File: config.mk
export PLATFORM = sky130hd
export DESIGN_NAME = adc_bus_ctrl
export DESIGN_NICKNAME = d
export VERILOG_FILES = /design/src/rtl/adcbus_pkg.sv /design/src/rtl/conv_ctrl.sv /design/src/rtl/result_path.sv /design/src/rtl/adc_bus_ctrl.sv
export SDC_FILE = /design/constraint.sdc
export NUM_CORES = 1
export LEC_CHECK = 0
export ABC_CLOCK_PERIOD_IN_PS = 3000
export BUFFER_PORTS_ARGS = -buffer_cell sky130_fd_sc_hd__buf_4
export CORE_AREA = 2 2 61 63
export DETAILED_ROUTE_END_ITERATION = 6
export DIE_AREA = 0 0 63 65
export HOLD_SLACK_MARGIN = 0.15
export PLACE_DENSITY = 0.64
export SYNTH_ARGS = -nofsm -noshare
export SYNTH_HDL_FRONTEND = slang
export SYNTH_SLANG_ARGS = --single-unit
File: constraint.sdc
create_clock -name clk -period 3 [get_ports clk]
set_clock_uncertainty 0.1 [all_clocks]
set_input_delay 0.15 -clock clk [delete_from_list [all_inputs] [get_ports clk]]
set_output_delay 0.15 -clock clk [all_outputs]
set_load 0.005 [all_outputs]
File: src/rtl/adcbus_pkg.sv
package adcbus_pkg;

  // Strobes passed from the control section to the datapath
  typedef struct packed {
    logic loadResult;  // capture sampleIn into the result register
    logic readWide;    // drive the full word
    logic readHigh;    // drive the upper byte group
    logic readLow;     // drive the lower byte group
  } strobe_t;

endpackage

File: src/rtl/conv_ctrl.sv
module conv_ctrl
  import adcbus_pkg::*;
#(
  parameter int CONV_CYCLES = 13
) (
  input  logic    clk,
  input  logic    rst,
  input  logic    chipEn,
  input  logic    chipSelN,
  input  logic    readConvN,
  input  logic    wideMode,
  input  logic    byteSel,
  output logic    busy,
  output strobe_t strb
);

  localparam int CNT_W = (CONV_CYCLES > 2) ? $clog2(CONV_CYCLES) : 1;
  localparam logic [CNT_W-1:0] LAST_CNT = CNT_W'(CONV_CYCLES - 1);

  logic             startCond;
  logic             condPrev;
  logic             selPrev;
  logic             busyReg;
  logic [CNT_W-1:0] cnt;
  logic             lastCycle;
  logic             readOk;

  assign startCond = chipEn & ~chipSelN & ~readConvN;
  assign lastCycle = busyReg && (cnt == LAST_CNT);

  always_ff @(posedge clk) begin
    if (rst) begin
      busyReg  <= 1'b0;
      cnt      <= '0;
      condPrev <= 1'b0;
      selPrev  <= 1'b0;
    end else begin
      condPrev <= startCond;
      selPrev  <= byteSel;
      if (!busyReg) begin
        if (startCond && !condPrev) begin
          busyReg <= 1'b1;
          cnt     <= '0;
        end
      end else if (lastCycle) begin
        busyReg <= 1'b0;
      end else begin
        cnt <= cnt + CNT_W'(1);
      end
    end
  end

  assign busy   = busyReg;
  assign readOk = chipEn & ~chipSelN & readConvN & ~busyReg;

  always_comb begin
    strb            = '0;
    strb.loadResult = lastCycle;
    strb.readWide   = readOk & wideMode;
    strb.readHigh   = readOk & ~wideMode & ~byteSel & ~selPrev;
    strb.readLow    = readOk & ~wideMode &  byteSel &  selPrev;
  end

  // busy rises only after a fresh start condition
  p_start_edge_r2: assert property (@(posedge clk) disable iff (rst)
    $rose(busy) |-> ($past(startCond) && !$past(condPrev)));

  // an ongoing conversion only advances, it is never restarted
  p_no_restart_r4: assert property (@(posedge clk) disable iff (rst)
    ($past(busyReg) && busyReg) |-> (cnt == $past(cnt) + CNT_W'(1)));

  // no read strobe while converting
  p_no_read_busy_r6: assert property (@(posedge clk) disable iff (rst)
    busyReg |-> !(strb.readWide || strb.readHigh || strb.readLow));

  // lower group never directly follows the upper group
  p_bbm_low_r10: assert property (@(posedge clk) disable iff (rst)
    $rose(strb.readLow) |-> !$past(strb.readHigh));

  // upper group never directly follows the lower group
  p_bbm_high_r10: assert property (@(posedge clk) disable iff (rst)
    $rose(strb.readHigh) |-> !$past(strb.readLow));

endmodule

File: src/rtl/result_path.sv
module result_path
  import adcbus_pkg::*;
#(
  parameter int RESULT_W = 12,
  parameter int BYTE_W   = 8
) (
  input  logic                clk,
  input  logic                rst,
  input  strobe_t             strb,
  input  logic [RESULT_W-1:0] sampleIn,
  output logic [RESULT_W-1:0] dataOut,
  output logic [RESULT_W-1:0] dataOe
);

  localparam int LOW_BITS = RESULT_W - BYTE_W;
  localparam int HI_BASE  = RESULT_W - BYTE_W;

  logic [RESULT_W-1:0] resultReg;

  always_ff @(posedge clk) begin
    if (rst) begin
      resultReg <= '0;
    end else if (strb.loadResult) begin
      resultReg <= sampleIn;
    end
  end

  for (genvar i = 0; i < RESULT_W; i++) begin : g_line
    localparam logic IS_HI   = (i >= HI_BASE);
    localparam logic IS_LO   = (i < BYTE_W);
    localparam logic IS_KEEP = (i < LOW_BITS);
    logic passBit;
    assign passBit    = strb.readWide | (IS_HI & strb.readHigh) | (IS_KEEP & strb.readLow);
    assign dataOe[i]  = strb.readWide | (IS_HI & strb.readHigh) | (IS_LO & strb.readLow);
    assign dataOut[i] = passBit ? resultReg[i] : 1'b0;
  end

  // result register holds the sample present at the loading edge
  p_capture_r5: assert property (@(posedge clk) disable iff (rst)
    $past(strb.loadResult) |-> (resultReg == $past(sampleIn)));

  // the two byte strobes never coincide
  p_groups_exclusive_r10: assert property (@(posedge clk) disable iff (rst)
    !(strb.readHigh && strb.readLow));

  // a disabled line carries zero
  p_idle_zero_r11: assert property (@(posedge clk) disable iff (rst)
    ((dataOut & ~dataOe) == '0));

endmodule

File: src/rtl/adc_bus_ctrl.sv
module adc_bus_ctrl
  import adcbus_pkg::*;
#(
  parameter int CONV_CYCLES = 13,
  parameter int RESULT_W    = 12,
  parameter int BYTE_W      = 8
) (
  input  logic                clk,
  input  logic                rst,
  input  logic                chipEn,
  input  logic                chipSelN,
  input  logic                readConvN,
  input  logic                wideMode,
  input  logic                byteSel,
  input  logic [RESULT_W-1:0] sampleIn,
  output logic                busy,
  output logic [RESULT_W-1:0] dataOut,
  output logic [RESULT_W-1:0] dataOe
);

  strobe_t strb;

  conv_ctrl #(
    .CONV_CYCLES(CONV_CYCLES)
  ) u_ctrl (
    .clk      (clk),
    .rst      (rst),
    .chipEn   (chipEn),
    .chipSelN (chipSelN),
    .readConvN(readConvN),
    .wideMode (wideMode),
    .byteSel  (byteSel),
    .busy     (busy),
    .strb     (strb)
  );

  result_path #(
    .RESULT_W(RESULT_W),
    .BYTE_W  (BYTE_W)
  ) u_path (
    .clk     (clk),
    .rst     (rst),
    .strb    (strb),
    .sampleIn(sampleIn),
    .dataOut (dataOut),
    .dataOe  (dataOe)
  );

endmodule

Word-level counts from Yosys, hierarchy flattened
Index checks and enable logic that the tools add are counted.

word-level totals
  bits in registers = 19
  bits in latches = 0
  memory bits (writable) = 0
  memory bits (read-only) = 0
  output and inout port bits = 25
  memories = 0

cells by class
  $add $sub $neg = 1
  multiply operators = 0
  divide/modulo/power cells = 0
  order comparisons = 0
  equal/unequal tests = 2
  shift-type cells = 0
  multiplexer cells = 18
  bitwise gates (word level) = 19
  reductions and logical operators = 5

operators by type and width
  operator                                     number
  two-way mux 1 bit                            15
  two-way mux 4 bit                            3
  AND 1 bit                                    10
  NOT 1 bit                                    6
  adder 4 x 1 -> 4 bit, second input constant  1
  equality test 4 bit, second input constant   1
  bitwise OR 1 bit                             3
  logical AND 1 bit                            2
  != test 2 bit, second input constant         1
  AND reduction 2 bit                          1
  nonzero test 2 bit                           1
  logical NOT 1 bit                            1

Depth between registers and ports, before layout
  depth in word-level cells = 9
  depth in mapped cells = 6

Cells and area by module
A second synthesis with hierarchy kept.

second synthesis, totals
  cell total of the unflattened synthesis = 109
  area total of the unflattened synthesis = 973.4 sq um

modules (own cells, without submodules)
  module       times used  cells each  area each (sq um)  seq. area each (sq um)
  result_path  1           66          606.8              240.2
  conv_ctrl    1           43          366.6              140.1

Worst setup path after synthesis
Ideal clock, no wire load.

  path kind = register to register
  start point = register u_ctrl.cnt[0]
  end point = register u_ctrl.cnt[1]
  setup time = 0.087 ns
  arrival time = 1.265 ns
  required time = 2.813 ns
  setup slack = 1.548 ns
  stages on the path, launching flop included = 6
  buffers on the path = 0
  clock period less this slack = 1.452 ns
  cells stage by stage = dfxtp_1 > inv_1 > ha_1 > and4_4 > or3b_1 > o31ai_1

on the way
  cells in the longest elaborated chain, start to end = 4
  elaborated cells on any way between the ends = 7
  classes of those cells = 1 x add/sub; 2 x eq/ne; 2 x mux; 2 x reduce/logical

ends and longest elaborated chain
  what                                                          RTL line         text
  start, declared                                               conv_ctrl.sv:24  logic [CNT_W-1:0] cnt;
  start signal, assigned                                        conv_ctrl.sv:48  cnt <= cnt + CNT_W'(1);
  branches (longest 4 deep; another with adder 4 x 1 -> 4 bit)  --

Parallel ways; which one is timed is not known. The select of a mux whose other input is x is not followed.
A chain may end at the register's enable or synchronous reset.

Worst setup path after layout
  start point = register u_ctrl.cnt[0]
  end point = register u_path.resultReg[4]

on the way
  cells in the longest elaborated chain, start to end = 2

ends and longest elaborated chain
  what                  RTL line           text
  equality test 4 bit   conv_ctrl.sv:29    assign lastCycle = busyReg && (cnt == LAST_CNT);
  logical AND 1 bit     conv_ctrl.sv:29
  end signal, assigned  result_path.sv:24  resultReg <= sampleIn;
  end, declared         result_path.sv:18  logic [RESULT_W-1:0] resultReg;

Every way passes these cells.

==> flow_summary.yaml <==
outcome:
  status: "finished clean"
pwr:
  ir_drop_mv: 0.1797
  netSwitchingFraction_pct: 23.91
  p_seq_share_pct: 56.2
  p_switching_uw: 109.9
  leakage_uw: 0.0006901
  clkPwrFrac_pct: 28.2
  intPower_uw: 349.7
  p_per_area_mw_per_mm2: 288.4
  pwr-share-comb_pct: 15.7
routing:
  wire_per_inst_um: 11.53
  drtPass1Iterations: 6
  met3_length_um: 135
  dr_total_vias: 992
  drt_wl_total_mm: 2.572
  dr_wl_met2_mm: 1.354
  drt_iter0_drc: 32
  antenna_left: 0
  top_layer_used: "met4"
  drcViolationCount: 0
  viasPerCell: 4.448
  wl_met1_mm: 1.041
cts:
  clkSinkCount: 19
  clkLatencyLatePin_ns: 0.29
  clockBufferDepth: 2
  path_clk_slew_ns: 0.11
  cts_tree: "yes"
  cts_resized: 0
  cts-htree-levels: 1
  cts_buffers: 3
  cts_root_buf: "clkbuf_4"
critical_path:
  path_cells: "inv_1 -> ha_1 -> nand4_2 -> nand2_1 -> a21oi_1 -> dlygate4sd3_1"
  cp_slowest_cell: "dlygate4sd3_1"
  path_max_fanout: 13
  cp.required_ns: 3.10
  end_kind: "register"
  cp.arrival_ns: 2.16
  critical-path-top-delay-family: "buffers and inverters"
  path_class: "register to register"
  worst-path-buf-inv: 2
  cp_slowest_stage_delay_ns: 0.57
  critPathLaunchType: "register"
cells_and_area:
  drive_gt1_share_pct: 34.29
  finish.instance_area_mm2: 0.001594
  nets: 197
  area_growth_pct: 59.05
  diodes: 0
floorplanning:
  initial_core_util_pct: 28.67
  io_pins: 44
  std_cell_rows: 22
  dieArea_mm2: 0.004095
  die_x_um: 63
  die_y_um: 65
  placeableCoreArea_mm2: 0.003496
yosys:
  synth_top_area_share_pct: 37.95
  ys_warn_count: 0
  ys.flop_type: "dfxtp_1"
  synth_edf_count: 0
  synth_area_mm2: 0.001002
  netlist_instances: 114
  ys_ff_latch: 19
  synth_area_leaders: "dfxtp_1, nand2_1, buf_4"
  avgSynthCellArea_um2: 8.791
  seq_area_frac_synth_pct: 37.95
  synth.most_common_cell: "nand2_1"
  synth_nets: 135
  synth_common_cells: "nand2_1, dfxtp_1, and2_1"
  async_flop_share_pct: 0
  synth.distinct_cells: 28
  synth_top_cell_by_area: "dfxtp_1"
grt:
  grt_pass1_vias: 1015
  groute.usage.overall_pct: 12.84
  overflow: 0
  antenna_found_initial: 0
  grt_max_degree: 21
  grt_pass1_wl_mm: 4.278
timing:
  drv_slew: 0
  fmax_mhz: 485.8
  rsz0062_at_grt: "no"
  setup_violations: 0
  hold_violations: 0
  period_needed_ns: 2.058
  worst_pin_slew_ns: 0.3706
  finalSetupTns_ns: 0
  slew_headroom_pct: 75.24
  post-route-period-util_pct: 68.61
hold_path:
  hp-class: "primary input to register"
place:
  gp_congestion: 0.6738
  place_area_mm2: 0.001276
  port_buffers: 43
  dpl.hpwl_mm: 1.655
run:
  drv_cap: 0
## power groups by stage
stage,sequential [µW],clock [µW],combinational [µW]
after floorplan,263,0,29.0
after global placement,263,0,52.9
after detailed placement,264,0,54.9
after CTS,258,130,71.8
after global routing,259,143,78.0
final,258,129,72.2
## cell type report
type / instances / area (µm²)
clock buffer: 3 / 22.52
clock inverter: 1 / 5.005
fill: 349 / 1902
inverter: 3 / 11.26
multi-input combinational: 77 / 501.7
sequential: 19 / 380.4
tap: 48 / 60.06
timing repair buffer: 72 / 613.1
## kinds of logic (layout without fill, tap and decap cells)
| logic type | Yosys count | in the layout | synth area share (%) |
|---|---|---|---|
| AOI/OAI and AO/OA | 23 | 23 | 17.98 |
| DFF | 19 | 19 | 37.95 |
| and+or+nand+nor | 51 | 51 | 28.71 |
| adders and majority gates | 2 | 2 | 2.496 |
| xor gates and xnor gates | 1 | 1 | 0.8741 |
| buffers and inverters | 18 | 79 | 11.98 |
## per-layer routing
layer | GRT usage [%] | up-vias
li1 | - | 493
met1 | 14.01 | 462
met2 | 24.87 | 33
met3 | 1.736 | 4
met4 | 5.000 | 0
met5 | 0 | -
## repair_timing
action | in CTS | in global routing
hold endpoints to repair | 16 | 0
hold buffers | 29 | 0
buffers inserted | 0 | 0
setup endpoints to repair | 0 | 0
## registers in the layout, indices dropped and copies added (netlist names)
register	count
u_ctrl.condPrev	1
u_ctrl.selPrev	1
u_ctrl.busy	1
u_ctrl.cnt	4
u_path.resultReg	12
## stage by stage
| step | setup WS, ns | hold slack (ns) | util, % | instances | power (µW) |
|---|---|---|---|---|---|
| after detailed placement | 1.299 | 0.2377 | 36.51 | 190 | 318.7 |
| after global routing | 0.7894 | 0.3110 | 45.60 | 223 | 479.8 |
| final | 0.9417 | 0.3038 | 45.60 | 223 | 459.6 |
| after CTS | 0.9490 | 0.2950 | 45.60 | 223 | 460.1 |
| after floorplan | 1.548 | 0.1267 | - | 114 | 292.2 |
| after global placement | 1.404 | 0.2297 | 36.51 | 190 | 316.3 |
## worst min-delay path, cell delays in order
cell and delay [ns]:
buf_4 0.09, nor4b_1 0.04, o21a_2 0.24, nor2b_1 0.14
## layout by cell type, fill, tap and decap left out, drive strengths merged
master | netlist | routed
buf | 15 | 43
dlygate4sd3 | 0 | 29
nand2 | 25 | 25
dfxtp | 19 | 19
a21oi | 15 | 15
and2 | 12 | 12
inv | 3 | 3
clkbuf | 0 | 3
o21a | 3 | 3
nor2b | 3 | 3
nor4b | 2 | 2
nand2b | 2 | 2
o32ai | 2 | 2
ha | 2 | 2
nor2 | 1 | 1
and4bb | 1 | 1
xnor2 | 1 | 1
and4 | 1 | 1
nand4 | 1 | 1
or2b | 1 | 1
a311oi | 1 | 1
or3b | 1 | 1
o31ai | 1 | 1
and3 | 1 | 1
o22ai | 1 | 1
clkinv | 0 | 1
## worst paths after layout
| kind | startpoint | endpoint | slack, ns | cells after the start |
|---|---|---|---|---|
| setup / recovery | u_ctrl.cnt[0]$_SDFFE_PP0P_ | u_path.resultReg[4]$_SDFFE_PP0N_ | 0.94 | 6 |
| hold / removal | readConvN | u_ctrl.busy$_SDFF_PP0_ | 0.30 | 4 |
| hold reg to reg | u_ctrl.cnt[1]$_SDFFE_PP0P_ | u_ctrl.cnt[1]$_SDFFE_PP0P_ | 0.45 | 2 |
| setup reg to reg | u_ctrl.cnt[0]$_SDFFE_PP0P_ | u_path.resultReg[4]$_SDFFE_PP0N_ | 0.94 | 6 |
(Power assumes the default switching activity.)
